`src/rtl/uart_frame_pkg.sv`:
```
`timescale 1ns/1ps
package uart_frame_pkg;

  // Mode register layout, MSB first.
  typedef struct packed {
    logic       mp_en;
    logic [1:0] par_kind;
    logic       par_en;
    logic [1:0] dlen;
    logic       xb_en;
    logic       stop_long;
  } tx_mode_t;

  localparam logic [7:0] MODE_RESET = 8'h0C;
  localparam int unsigned BODY_MAX = 10;   // 8 data + extra + parity
  localparam int unsigned BODY_LW  = $clog2(BODY_MAX + 1);

  function automatic int unsigned data_count(logic [1:0] dl);
    return 5 + int'(dl);
  endfunction

  function automatic logic parity_value(tx_mode_t m, logic [7:0] d);
    logic x;
    x = 1'b0;
    for (int i = 0; i < 8; i++)
      if (i < int'(data_count(m.dlen))) x ^= d[i];
    case (m.par_kind)
      2'd0:    return ~x;
      2'd1:    return x;
      2'd2:    return 1'b1;
      default: return 1'b0;
    endcase
  endfunction

  function automatic logic [BODY_MAX-1:0] body_bits(tx_mode_t m, logic [7:0] d, logic xb);
    logic [BODY_MAX-1:0] b;
    int unsigned pos;
    b   = '0;
    pos = data_count(m.dlen);
    for (int i = 0; i < 8; i++)
      if (i < int'(pos)) b[i] = d[i];
    if (m.xb_en) begin
      b[pos] = xb;
      pos++;
    end
    if (m.par_en) b[pos] = parity_value(m, d);
    return b;
  endfunction

  function automatic logic [BODY_LW-1:0] body_count(tx_mode_t m);
    return BODY_LW'(data_count(m.dlen) + int'(m.xb_en) + int'(m.par_en));
  endfunction

  function automatic int unsigned stop_ticks(tx_mode_t m, int unsigned ovs);
    if (!m.stop_long)    return ovs;
    if (m.dlen == 2'd0)  return ovs + ovs / 2;
    return 2 * ovs;
  endfunction

endpackage

```
`src/rtl/uart_tx_mode_reg.sv`:
```
`timescale 1ns/1ps
module uart_tx_mode_reg
  import uart_frame_pkg::*;
(
  input  logic       clk,
  input  logic       rst_n,
  input  logic       mode_we,
  input  logic [7:0] mode_wdata,
  output tx_mode_t   mode_q
);

  always_ff @(posedge clk or negedge rst_n) begin
    if (!rst_n)       mode_q <= tx_mode_t'(MODE_RESET);
    else if (mode_we) mode_q <= tx_mode_t'(mode_wdata);
  end


  mode_load_chk: assert property (@(posedge clk) disable iff (!rst_n)
    mode_we |=> (mode_q == tx_mode_t'($past(mode_wdata))));

endmodule

```
`src/rtl/uart_tx_bit_timer.sv`:
```
`timescale 1ns/1ps
module uart_tx_bit_timer #(
  parameter int unsigned CW = 5
) (
  input  logic          clk,
  input  logic          rst_n,
  input  logic          run,
  input  logic          tick,
  input  logic [CW-1:0] limit,
  output logic          seg_end
);

  logic [CW-1:0] cnt;

  assign seg_end = run && tick && (cnt == limit);

  always_ff @(posedge clk or negedge rst_n) begin
    if (!rst_n)                cnt <= '0;
    else if (!run || seg_end)  cnt <= '0;
    else if (tick)             cnt <= cnt + 1'b1;
  end


  cnt_in_seg_chk: assert property (@(posedge clk) disable iff (!rst_n)
    run |-> (cnt <= limit));


  hold_no_tick_chk: assert property (@(posedge clk) disable iff (!rst_n)
    (run && !tick) |=> (cnt == $past(cnt) || cnt == '0));

endmodule

```
`src/rtl/uart_tx_frame_seq.sv`:
```
`timescale 1ns/1ps
module uart_tx_frame_seq
  import uart_frame_pkg::*;
#(
  parameter int unsigned OVS = 16,
  parameter int unsigned CW  = 5
) (
  input  logic          clk,
  input  logic          rst_n,
  input  logic          tx_start,
  input  logic [7:0]    tx_data,
  input  logic          tx_extra,
  input  tx_mode_t      mode,
  input  logic          seg_end,
  output logic          run,
  output logic [CW-1:0] seg_limit,
  output logic          tx_line,
  output logic          busy,
  output logic          done
);

  typedef enum logic [1:0] {ST_IDLE, ST_START, ST_BODY, ST_STOP} seq_state_t;

  seq_state_t          state;
  logic [BODY_MAX-1:0] shreg;
  logic [BODY_LW-1:0]  left;
  logic [CW-1:0]       stop_lim;

  // named events for the checks
  logic start_acc;
  logic frame_end;

  assign start_acc = tx_start && (state == ST_IDLE);
  assign frame_end = seg_end && (state == ST_STOP);
  assign busy      = (state != ST_IDLE);
  assign run       = busy;
  assign seg_limit = (state == ST_STOP) ? stop_lim : CW'(OVS - 1);

  always_comb begin
    case (state)
      ST_START: tx_line = 1'b0;
      ST_BODY:  tx_line = shreg[0];
      default:  tx_line = 1'b1;
    endcase
  end

  always_ff @(posedge clk or negedge rst_n) begin
    if (!rst_n) begin
      state    <= ST_IDLE;
      shreg    <= '0;
      left     <= '0;
      stop_lim <= '0;
      done     <= 1'b0;
    end else begin
      done <= 1'b0;
      case (state)
        ST_IDLE: if (start_acc) begin
          shreg    <= body_bits(mode, tx_data, tx_extra);
          left     <= body_count(mode);
          stop_lim <= CW'(stop_ticks(mode, OVS) - 1);
          state    <= ST_START;
        end
        ST_START: if (seg_end) state <= ST_BODY;
        ST_BODY: if (seg_end) begin
          shreg <= shreg >> 1;
          left  <= left - 1'b1;
          if (left == BODY_LW'(1)) state <= ST_STOP;
        end
        default: if (frame_end) begin
          state <= ST_IDLE;
          done  <= 1'b1;
        end
      endcase
    end
  end


  idle_high_chk: assert property (@(posedge clk) disable iff (!rst_n)
    !busy |-> tx_line);


  start_bit_chk: assert property (@(posedge clk) disable iff (!rst_n)
    start_acc |=> (busy && !tx_line));


  busy_fall_chk: assert property (@(posedge clk) disable iff (!rst_n)
    $fell(busy) |-> done);


  done_single_chk: assert property (@(posedge clk) disable iff (!rst_n)
    done |=> !done);


  no_restart_chk: assert property (@(posedge clk) disable iff (!rst_n)
    (busy && !frame_end) |=> busy);

endmodule

```
`src/rtl/uart_frame_tx.sv`:
```
`timescale 1ns/1ps
module uart_frame_tx
  import uart_frame_pkg::*;
#(
  parameter int unsigned OVS = 16
) (
  input  logic       clk,
  input  logic       rst_n,
  input  logic       mode_we,
  input  logic [7:0] mode_wdata,
  input  logic       baud_tick16,
  input  logic       tx_start,
  input  logic [7:0] tx_data,
  input  logic       tx_extra,
  output logic       tx_line,
  output logic       busy,
  output logic       done
);

  localparam int unsigned CW = $clog2(2 * OVS);

  tx_mode_t      mode_q;
  logic          run;
  logic          seg_end;
  logic [CW-1:0] seg_limit;

  uart_tx_mode_reg u_mode (
    .clk        (clk),
    .rst_n      (rst_n),
    .mode_we    (mode_we),
    .mode_wdata (mode_wdata),
    .mode_q     (mode_q)
  );

  uart_tx_bit_timer #(.CW(CW)) u_timer (
    .clk     (clk),
    .rst_n   (rst_n),
    .run     (run),
    .tick    (baud_tick16),
    .limit   (seg_limit),
    .seg_end (seg_end)
  );

  uart_tx_frame_seq #(.OVS(OVS), .CW(CW)) u_seq (
    .clk       (clk),
    .rst_n     (rst_n),
    .tx_start  (tx_start),
    .tx_data   (tx_data),
    .tx_extra  (tx_extra),
    .mode      (mode_q),
    .seg_end   (seg_end),
    .run       (run),
    .seg_limit (seg_limit),
    .tx_line   (tx_line),
    .busy      (busy),
    .done      (done)
  );

endmodule

```
`config.mk`:
```
export PLATFORM = sky130hd
export DESIGN_NAME = uart_frame_tx
export DESIGN_NICKNAME = d
export VERILOG_FILES = /design/src/rtl/uart_frame_pkg.sv /design/src/rtl/uart_tx_mode_reg.sv /design/src/rtl/uart_tx_bit_timer.sv /design/src/rtl/uart_tx_frame_seq.sv /design/src/rtl/uart_frame_tx.sv
export SDC_FILE = /design/constraint.sdc
export NUM_CORES = 1
export LEC_CHECK = 0
export BUFFER_PORTS_ARGS = -buffer_cell sky130_fd_sc_hd__buf_4
export CORE_ASPECT_RATIO = 0.5
export CORE_MARGIN = 2
export CORE_UTILIZATION = 53
export CTS_CLUSTER_SIZE = 10
export DETAILED_ROUTE_END_ITERATION = 7
export PLACE_DENSITY = 0.76
export SLEW_MARGIN = 20
export SYNTH_ARGS = -nofsm -noshare
export SYNTH_HDL_FRONTEND = slang
export SYNTH_SLANG_ARGS = --single-unit
```
`constraint.sdc`:
```
create_clock -name clk -period 2.55 [get_ports clk]
set_input_delay 0.255 -clock clk [delete_from_list [all_inputs] [get_ports clk]]
set_output_delay 0.255 -clock clk [all_outputs]
set_load 0.02 [all_outputs]
```
==> results of run 1 <==
## worst max-delay path, cell delays in order, from the launching register on
cell	delay [ns]
dfstp_2	0.62
ha_4	0.16
inv_2	0.05
ha_4	0.15
nor2b_2	0.15
xnor2_1	0.17
xnor2_1	0.17
mux2i_1	0.30
xor2_2	0.20
buf_6	0.14
mux2i_1	0.09
a211oi_2	0.21
## cells in the final DEF, fill, tap and decap left out, types with 2 or more instances in the layout
master	n
dfrtp_1	30
a211oi_1	2
or2_1	2
xor2_1	5
nor2b_1	3
nor2_1	26
a32oi_1	2
nand2b_1	5
nand4_1	2
nor3_1	2
inv_2	4
o22ai_1	5
and3_1	3
o21ai_1	5
inv_1	10
dfstp_2	2
clkinv_2	2
xnor2_1	7
nand2_1	20
buf_4	36
ha_4	3
clkbuf_8	5
nor2b_2	2
ha_1	13
fa_1	2
o21ai_0	7
a21oi_1	13
mux2i_1	12
nor3b_1	2
nand3_1	12
mux2_2	5
## state kept, by name, summed over array words and instances (netlist names)
signal / count
u_mode.mode_q: 7
u_seq.done: 1
u_seq.left: 4
u_seq.shreg: 10
u_seq.state: 2
u_seq.stop_lim: 3
u_timer.cnt: 5
## cells in the mapped netlist, drive strengths merged
master,number
clkbuf,7
or2,3
mux2,6
nor2b,5
dfrtp,30
and3,3
xnor2,7
o31ai,1
o41ai,1
nand2b,5
fa,2
a32o,1
xor2,6
o21ai,12
buf,2
a2bb2oi,1
a32oi,2
nand4,2
o22ai,5
nor3b,3
a21boi,1
mux2i,12
nand2,20
dfstp,2
a31oi,1
a21oi,13
a21o,2
nand4b,1
nor4,1
ha,17
inv,14
o21a,1
nor4b,1
nand3,12
nor2,26
o21bai,1
a211oi,3
a221o,1
nor3,2
## where the power goes
part	switching (mW)	internal (mW)
logic	0.515	0.452
clock network	0.206	0.190
registers	0.157	0.686
total	0.878	1.33
## logic make-up (layout without fill, tap and decap cells)
| logic type | after synthesis | in the layout |
|---|---|---|
| compound gates | 46 | 46 |
| xor+xnor | 13 | 13 |
| fa+ha+maj | 19 | 19 |
| buf+inv | 23 | 61 |
| flops | 32 | 32 |
| mux | 18 | 18 |
| simple gates | 84 | 84 |
## through the flow
stage | utilization | TNS [ns] | power (mW) | cells | hold WS (ns)
after floorplan | - | 0 | 1.52 | 235 | -0.0406
after global placement | 0.623 | 0 | 1.73 | 312 | 0.216
after detailed placement | 0.623 | -0.0438 | 1.78 | 312 | 0.225
after CTS | 0.650 | 0 | 2.19 | 322 | 0.174
after global routing | 0.671 | -0.274 | 2.38 | 327 | 0.177
final | 0.671 | 0 | 2.21 | 327 | 0.181
## path summary, 6_finish.rpt
| path | startpoint | to | slack [ns] | depth (start not counted) |
|---|---|---|---|---|
| max in group asynchronous | rst_n | u_mode.mode_q[2] | 1.78 | 2 |
| min | mode_wdata[3] | u_mode.mode_q[3] | 0.18 | 3 |
| min in group asynchronous | rst_n | u_timer.cnt[3] | 0.44 | 2 |
| max reg2reg | u_mode.mode_q[3] | u_seq.shreg[8] | 0.06 | 11 |
| max | u_mode.mode_q[3] | u_seq.shreg[8] | 0.06 | 11 |
| min reg2reg | u_seq.stop_lim[2] | u_seq.stop_lim[2] | 0.48 | 1 |
## final cells by class
cell class                      count  share of cell area
Clock buffer                        5              0.0261
Clock inverter                      3             0.00713
Inverter                           14              0.0200
Multi-Input combinational cell    180               0.503
Sequential cell                    32               0.305
Tap cell                           54              0.0257
Timing Repair Buffer               39               0.113
## layer usage
layer,wire length (microns),part of all wire
met2,2100,0.45
met1,2380,0.51
met5,0,0
met3,177,0.038
met4,38,0.0081
## timing repair
item,4_1_cts,5_1_grt
cloned,0,1
hold buffers,1,0
buffers inserted,1,4
hold endpoints to repair,30,0
setup endpoints to repair,4,9
pin swaps,0,7
gates resized for setup,1,12
==> impl_metrics.json, run 1 <==
{
  "drv_slew": 0,
  "dieWidth_microns": 94.7,
  "critPathCaptureType": "register",
  "postLayoutCellArea_sq_um": 2630,
  "regArea_sq_um": 803,
  "rows": 16,
  "layout_min_cycle_time_ns": 2.49,
  "track_usage": 0.216,
  "core_sq_um": 3920,
  "synth_fp_nets": 276,
  "root_buffer": "clkbuf_8",
  "synth_xor_area_frac": 0.0557,
  "grt_start_max_net_pins": 33,
  "ant_nets": 0,
  "antenna_found_initial": 0,
  "synth_top_family_by_area": "simple AND/OR/NAND/NOR gates",
  "gr-total-overflow": 0,
  "grt_pass1_vias": 1671,
  "critPathRequiredTime_ns": 2.76,
  "powerDensity_nw_per_um2": 838,
  "finalSetupViolations": 0,
  "area_growth_pct": 20.8,
  "tightest_slew_ns": 0.883,
  "hold_violations": 0,
  "slew_headroom": 0.411,
  "finalWorstSetupSlack_ns": 0.0580,
  "syn_inst": 235,
  "multi_input_comb_area_sq_um": 1330,
  "min_path_type": "in -> reg",
  "yosysTopAreaCell": "dfrtp_1",
  "max_freq_mhz": 401,
  "synthAdderAreaFrac": 0.116,
  "syn_area_per_cell_sq_um": 9.27,
  "globalplace.congestion": 0.910,
  "clk_pin_slew_ns": 0.07,
  "start_util": 0.555,
  "synth_seq_area_share": 0.369,
  "placed_area_sq_um": 2440,
  "drive_gt1_frac": 0.256,
  "critPathLaunchType": "register",
  "yosysWarnings": 0,
  "drt_wl_total_microns": 4690,
  "cts_tree": "built",
  "synth.area.top_cells": "dfrtp_1 (34%), ha_1 (9.8%), mux2i_1 (5.5%)",
  "dp_hpwl_microns": 3310,
  "diodes": 0,
  "drv_cap": 0,
  "cts_buffers": 5,
  "dr.first_iter.drc_count": 132,
  "clkLatencyLatePin_ns": 0.29,
  "grtUsageMet3": 0.0464,
  "post-place-ws_ns": -0.0221,
  "grt_pass1_wl_microns": 7790,
  "vias": 1794,
  "synthSimpleGateAreaFrac": 0.194,
  "period_share": 0.977,
  "leakage_nw": 1.20,
  "worstSetupPathType": "reg -> reg",
  "clock_skew_ns": 0.00480,
  "cts-htree-levels": 2,
  "use_met2": 0.326,
  "synth_seq_cells": 32,
  "drt_first_pass_iters": 4,
  "ir_drop_mv": 0.373,
  "pin_count": 25,
  "clockBufferDepth": 2,
  "clock-sinks": 32,
  "die_area_sq_um": 4670,
  "synth_top_area_share": 0.345,
  "dieHeight_microns": 49.3,
  "final_net_count": 313,
  "vias_per_cell": 5.49,
  "fillers": 329,
  "busiest_layer": "met2",
  "cp_max_fo": 5,
  "synth.cell_area_sq_um": 2180,
  "io_buffers": 23,
  "use_met1": 0.316,
  "yosysUniqueCellTypes": 48,
  "outcome": "finished, final reports clean",
  "synth_compound_area_frac": 0.136,
  "routedWlPerCell_microns": 14.4,
  "drcViolationCount": 0,
  "critPathArrivalTime_ns": 2.70,
  "synthMuxAreaShare": 0.0862
}
Power figures use the tool's default switching activity.
==> run 2: changes to the inputs <==
- CORE_UTILIZATION: 53 -> 55
- CTS_BUF_LIST: not set -> sky130_fd_sc_hd__clkbuf_2
- PLACE_DENSITY: 0.76 -> 0.79
==> run 2 against run 1 <==
  * Critical path depth rose by 1
  * Utilization rose by 2.2 points
  * Total power fell by 0.18%
  * Global-route usage rose by 1.1 points
  * Combinational power rose by 4%
  * Clock-buffer cell count rose by 1
  * Register-to-register slack got worse by 0.02 ns
  * Sequential cell count did not move
  * Sequential power fell by 0.5%
  * Worst hold slack got worse by 0.11 ns
  * Worst setup slack got worse by 0.024 ns
  * Critical path type unchanged
  * Largest power group unchanged
  * Highest routed layer unchanged
==> impl_metrics.json, run 2 (same netlist as run 1, synthesis figures left out) <==
{
  "outcome": "finished, final reports clean",
  "critPathLaunchType": "register",
  "critPathCaptureType": "register",
  "timing.hold.ws_ns": 0.0683,
  "rr_worst_depth": 12,
  "postLayoutCellArea_sq_um": 2670,
  "wl_met1_microns": 2240,
  "pin_count": 25,
  "r2r-start": "u_mode.mode_q[3]",
  "area_growth_pct": 22.3,
  "r2r_end": "u_seq.shreg[5]",
  "post-place-ws_ns": -0.0635,
  "drv_slew": 0,
  "power_frac_seq": 0.381,
  "cp_top_family": "flip-flops",
  "clock_skew_ns": 0.0122,
  "ir_drop_mv": 0.395,
  "dp_cells": 315,
  "cts_buffers": 5,
  "layout_min_cycle_time_ns": 2.52,
  "gr-total-overflow": 0,
  "finalSetupViolations": 0,
  "cts-htree-levels": 2,
  "clockBufferDepth": 2,
  "ant_nets": 0,
  "core_sq_um": 3840,
  "grt_start_max_net_pins": 33,
  "clkLatencyLatePin_ns": 0.38,
  "tightest_slew_ns": 0.552,
  "fin_setup_tns_ns": 0,
  "vias": 1803,
  "rows": 16,
  "power.total_mw": 2.20,
  "dieWidth_microns": 93,
  "drcViolationCount": 0,
  "cp_slowest_cell": "dfstp_2",
  "r2r_slack_ns": 0.03,
  "grt_pass1_vias": 1689,
  "root_buffer": "clkbuf_2",
  "die_area_sq_um": 4510,
  "post-route-util": 0.693,
  "layout_common_cells": "buf_4 (37), dfrtp_1 (30), nor2_1 (26)",
  "critPathRequiredTime_ns": 2.83,
  "largestRegisters": "u_seq.shreg x10, u_mode.mode_q x7, u_timer.cnt x5",
  "drt_first_pass_iters": 4,
  "crit_path_max_incr_delay_ns": 0.61,
  "clk_pin_slew_ns": 0.18,
  "powerDensity_nw_per_um2": 827,
  "rsz0062_at_grt": "yes",
  "p_switching_mw": 0.880,
  "clock-sinks": 32,
  "swShare": 0.399,
  "dr.max_layer_used": "met4",
  "diodes": 0,
  "grt_pass1_wl_microns": 8030,
  "p_int_mw": 1.32,
  "crit_end": "u_seq.shreg[5]",
  "min_path_type": "in -> reg",
  "final_net_count": 314,
  "routedWlPerCell_microns": 14.7,
  "cp_num_buf_inv": 4,
  "cp_max_fo": 8,
  "placed_area_sq_um": 2470,
  "finalWorstSetupSlack_ns": 0.0343,
  "max_freq_mhz": 398,
  "largest_register_ffs": 10,
  "path_cells": "buf_6 -> inv_1 -> ha_2 -> nor2b_4 -> xnor2_2 -> xnor2_1 -> mux2i_1 -> xor2_2 -> buf_6 -> buf_4 -> o21ai_1 -> nand3_1",
  "largest-register": "u_seq.shreg",
  "path_depth": 12,
  "layout_commonest_cell": "buf_4",
  "io_buffers": 23,
  "dieHeight_microns": 48.5,
  "critPathArrivalTime_ns": 2.79,
  "slew_headroom": 0.632,
  "wl_met3_microns": 242,
  "layout.cells.non_filler": 328,
  "leakage_nw": 1.23,
  "met2_length_microns": 2300,
  "cts_tree": "built",
  "worstSetupStartpoint": "u_mode.mode_q[3]",
  "power_frac_comb": 0.457,
  "track_usage": 0.227,
  "vias_per_cell": 5.50,
  "drv_cap": 0,
  "start_util": 0.567,
  "drt_wl_total_microns": 4830,
  "antenna_found_initial": 0,
  "path_common_cell": "buf_6",
  "period_share": 0.987,
  "dp_hpwl_microns": 3450,
  "drive_gt1_frac": 0.285,
  "hold_violations": 0,
  "worstSetupPathType": "reg -> reg",
  "dr.first_iter.drc_count": 150,
  "pwr-share-clk": 0.162,
  "globalplace.congestion": 0.902
}
==> run 2: cell types whose count changed in the layout (fill, tap and decap cells not counted), moves of 2 or more <==
cell | previous run | this run
nor2b_4 | 0 | 2
clkbuf_2 | 0 | 6
nor2b_2 | 2 | 0
clkbuf_8 | 5 | 0
==> run 2: area by class of cell <==
cell class,count,area [sq um]
inverter,14,52.6
clock buffer,6,30.0
tap,54,67.6
fill,307,1180
clock inverter,2,35.0
sequential,32,803
multi-input combinational,180,1370
timing repair buffer,40,310
==> run 2: worst min path at each step <==
stage	from	depth (start not counted)	end	slack, ns
6_report	mode_wdata[3]	3	u_mode.mode_q[3]	0.07
5_1_grt	mode_wdata[3]	3	u_mode.mode_q[3]	0.07
4_1_cts	mode_wdata[3]	3	u_mode.mode_q[3]	0.06
3_5_place_dp	rst_n	1	u_mode.mode_q[5]	0.22
3_3_place_gp	rst_n	1	u_mode.mode_q[5]	0.21
2_1_floorplan	rst_n	0	u_mode.mode_q[0]	-0.04
==> run 2: timing repair <==
action                                  in CTS  in global routing
resized for setup                            3                 19
endpoints found under the setup margin      10                  9
hold buffers                                 1                  0
setup buffers                                1                  3
endpoints found under the hold margin       30                  0
pin swaps                                    3                  6
==> run 2: tightest hold or removal path: cells and delay by family <==
kind	cells	cell delay (ns)
and+or+nand+nor	1	0.04
AOI/OAI and AO/OA	1	0.06
buffers and inverters	1	0.08
==> run 2: metal layers <==
layer / GRT usage / vias up
li1: - / 887
met1: 0.329 / 857
met2: 0.357 / 54
met3: 0.0436 / 5
met4: 0.0515 / 0
met5: 0 / -
==> run 2: power groups by stage <==
stage | clock network (mW) | logic, mW | registers (mW)
2_1_floorplan | 0 | 0.717 | 0.805
3_3_place_gp | 0 | 0.901 | 0.833
3_5_place_dp | 0 | 0.946 | 0.850
4_1_cts | 0.364 | 0.966 | 0.838
5_1_grt | 0.381 | 1.13 | 0.864
6_report | 0.357 | 1.01 | 0.840
==> run 3: changes to the inputs <==
- CORE_ASPECT_RATIO: 0.5 -> not set
==> run 3 against run 2 <==
  * Clock skew up 0.0035 ns
  * Register-to-register slack better by 0.07 ns
  * Via count up 1.8%
  * First-iteration DRC count down 34%
  * Total power down 1.1%
  * Worst hold slack better by 0.017 ns
  * Sequential cell count unchanged
  * Non-clock buffer count up 1
  * Cell count down 1.5%
  * Global-route usage down 0.37 points
  * Utilization up 1.6 points
  * Worst setup slack better by 0.070 ns
==> impl_metrics.json, run 3 (same netlist as run 1, synthesis figures left out) <==
{
  "layout_commonest_cell": "buf_4",
  "rows": 22,
  "ant_nets": 0,
  "r2r-start": "u_mode.mode_q[2]",
  "cp_max_fo": 5,
  "hold_violations": 0,
  "rr_worst_depth": 12,
  "grt_start_max_net_pins": 33,
  "clk_pin_slew_ns": 0.18,
  "drive_gt1_frac": 0.265,
  "vias": 1835,
  "clockBufferDepth": 2,
  "power_frac_seq": 0.384,
  "p_int_mw": 1.31,
  "routedWlPerCell_microns": 14.3,
  "io_buffers": 23,
  "use_met2": 0.366,
  "use_met1": 0.289,
  "placed_area_sq_um": 2450,
  "worstSetupPathType": "reg -> reg",
  "postLayoutCellArea_sq_um": 2650,
  "cts_buffers": 5,
  "globalplace.congestion": 0.814,
  "grt_pass1_wl_microns": 7450,
  "power_frac_comb": 0.460,
  "largest-register": "u_seq.shreg",
  "dr.first_iter.drc_count": 99,
  "busiest_layer": "met2",
  "diodes": 0,
  "layout_min_cycle_time_ns": 2.45,
  "slew_headroom": 0.721,
  "pwr-share-clk": 0.156,
  "grtUsageMet3": 0.0541,
  "max_freq_mhz": 409,
  "core_sq_um": 3740,
  "cp_slowest_cell": "dfstp_2",
  "leakage_nw": 1.22,
  "dieHeight_microns": 66.9,
  "rsz0062_at_grt": "yes",
  "largest_register_ffs": 10,
  "path_cells": "inv_4 -> ha_4 -> inv_2 -> ha_4 -> nor2b_4 -> xnor2_2 -> xnor2_1 -> mux2i_1 -> xor2_2 -> buf_6 -> mux2i_1 -> a211oi_2",
  "clock-sinks": 32,
  "drv_cap": 0,
  "cts_tree": "built",
  "dieWidth_microns": 66.9,
  "track_usage": 0.223,
  "swShare": 0.398,
  "worstSetupStartpoint": "u_mode.mode_q[2]",
  "die_area_sq_um": 4480,
  "vias_per_cell": 5.68,
  "crit_path_max_incr_delay_ns": 0.62,
  "ir_drop_mv": 0.472,
  "critPathRequiredTime_ns": 2.85,
  "r2r_end": "u_seq.shreg[8]",
  "critPathCaptureType": "register",
  "clock_skew_ns": 0.0157,
  "grt_pass1_vias": 1696,
  "cp_num_buf_inv": 3,
  "hold_start": "mode_wdata[5]",
  "path_depth": 12,
  "critPathArrivalTime_ns": 2.75,
  "drt_first_pass_iters": 4,
  "r2r_slack_ns": 0.10,
  "drv_slew": 0,
  "finalSetupViolations": 0,
  "crit_end": "u_seq.shreg[8]",
  "clkLatencyLatePin_ns": 0.38,
  "cp_top_family": "flip-flops",
  "p_switching_mw": 0.868,
  "tightest_slew_ns": 0.418,
  "start_util": 0.582,
  "critPathLaunchType": "register",
  "layout_common_cells": "buf_4 (38), dfrtp_1 (30), nor2_1 (26)",
  "drcViolationCount": 0,
  "powerDensity_nw_per_um2": 821,
  "final_net_count": 315,
  "cts-htree-levels": 2,
  "root_buffer": "clkbuf_2",
  "outcome": "finished, final reports clean",
  "dp_hpwl_microns": 3160,
  "pin_count": 25,
  "drt_wl_total_microns": 4630,
  "gr-total-overflow": 0,
  "antenna_found_initial": 0,
  "largestRegisters": "u_seq.shreg x10, u_mode.mode_q x7, u_timer.cnt x5",
  "min_path_type": "in -> reg",
  "timing.hold.ws_ns": 0.0853,
  "area_growth_pct": 21.8,
  "period_share": 0.959
}
[run 3: area by class of cell]
class | instances | area [sq um]
fillers | 301 | 1090
flip-flops and latches | 32 | 803
inverters | 14 | 55.1
clock inverters | 3 | 37.5
multi-input cells | 180 | 1360
repair buffers | 41 | 312
well taps | 48 | 60.1
clock buffers | 5 | 25.0
[run 3: worst min path at each step]
stage | endpoint | slack, ns | cells past startpoint
floorplan | u_mode.mode_q[0] | -0.04 | 0
global placement | u_seq.state[0] | 0.22 | 1
detailed placement | u_seq.state[0] | 0.22 | 1
CTS | u_mode.mode_q[2] | 0.07 | 3
global route | u_mode.mode_q[3] | 0.07 | 3
finish | u_mode.mode_q[5] | 0.09 | 2
[run 3: worst reg2reg max path: stages (launching register included)]
cell	delay, ns
dfstp_2	0.62
inv_4	0.07
ha_4	0.16
inv_2	0.06
ha_4	0.14
nor2b_4	0.05
xnor2_2	0.14
xnor2_1	0.20
mux2i_1	0.29
xor2_2	0.21
buf_6	0.15
mux2i_1	0.09
a211oi_2	0.21
[run 3: power by group through the flow]
stage | Combinational (mW) | Clock [mW] | Sequential (mW)
after global routing | 1.13 | 0.361 | 0.861
after global placement | 0.913 | 0 | 0.833
after floorplan | 0.717 | 0 | 0.805
final | 1.00 | 0.339 | 0.837
after detailed placement | 0.943 | 0 | 0.842
after CTS | 0.963 | 0.343 | 0.830
[run 3: layer usage]
| metal | part of all wire | up-vias | wire (microns) |
|---|---|---|---|
| met2 | 0.49 | 68 | 2250 |
| met5 | 0 | - | 0 |
| met1 | 0.44 | 870 | 2040 |
| met4 | 0.016 | 0 | 76 |
| met3 | 0.058 | 9 | 269 |
| li1 | - | 888 | - |
[run 3: timing repair]
action / 4_1_cts / 5_1_grt
hold buffers: 1 / 0
resized for setup: 2 / 18
setup buffers: 2 / 3
pin swaps: 0 / 7
cloned: 0 / 1
endpoints found under the setup margin: 2 / 10
endpoints found under the hold margin: 30 / 0
[run 3: metrics by stage]
step	cells	utilization	total power, mW	worst slack [ns]	setup TNS (ns)
after global placement	308	0.655	1.75	0.0567	0
after global routing	323	0.709	2.35	-0.0280	-0.107
after CTS	319	0.680	2.14	0.0107	0
after floorplan	235	-	1.52	0.0216	0
final	323	0.709	2.18	0.104	0
after detailed placement	308	0.655	1.79	-0.0581	-0.0581
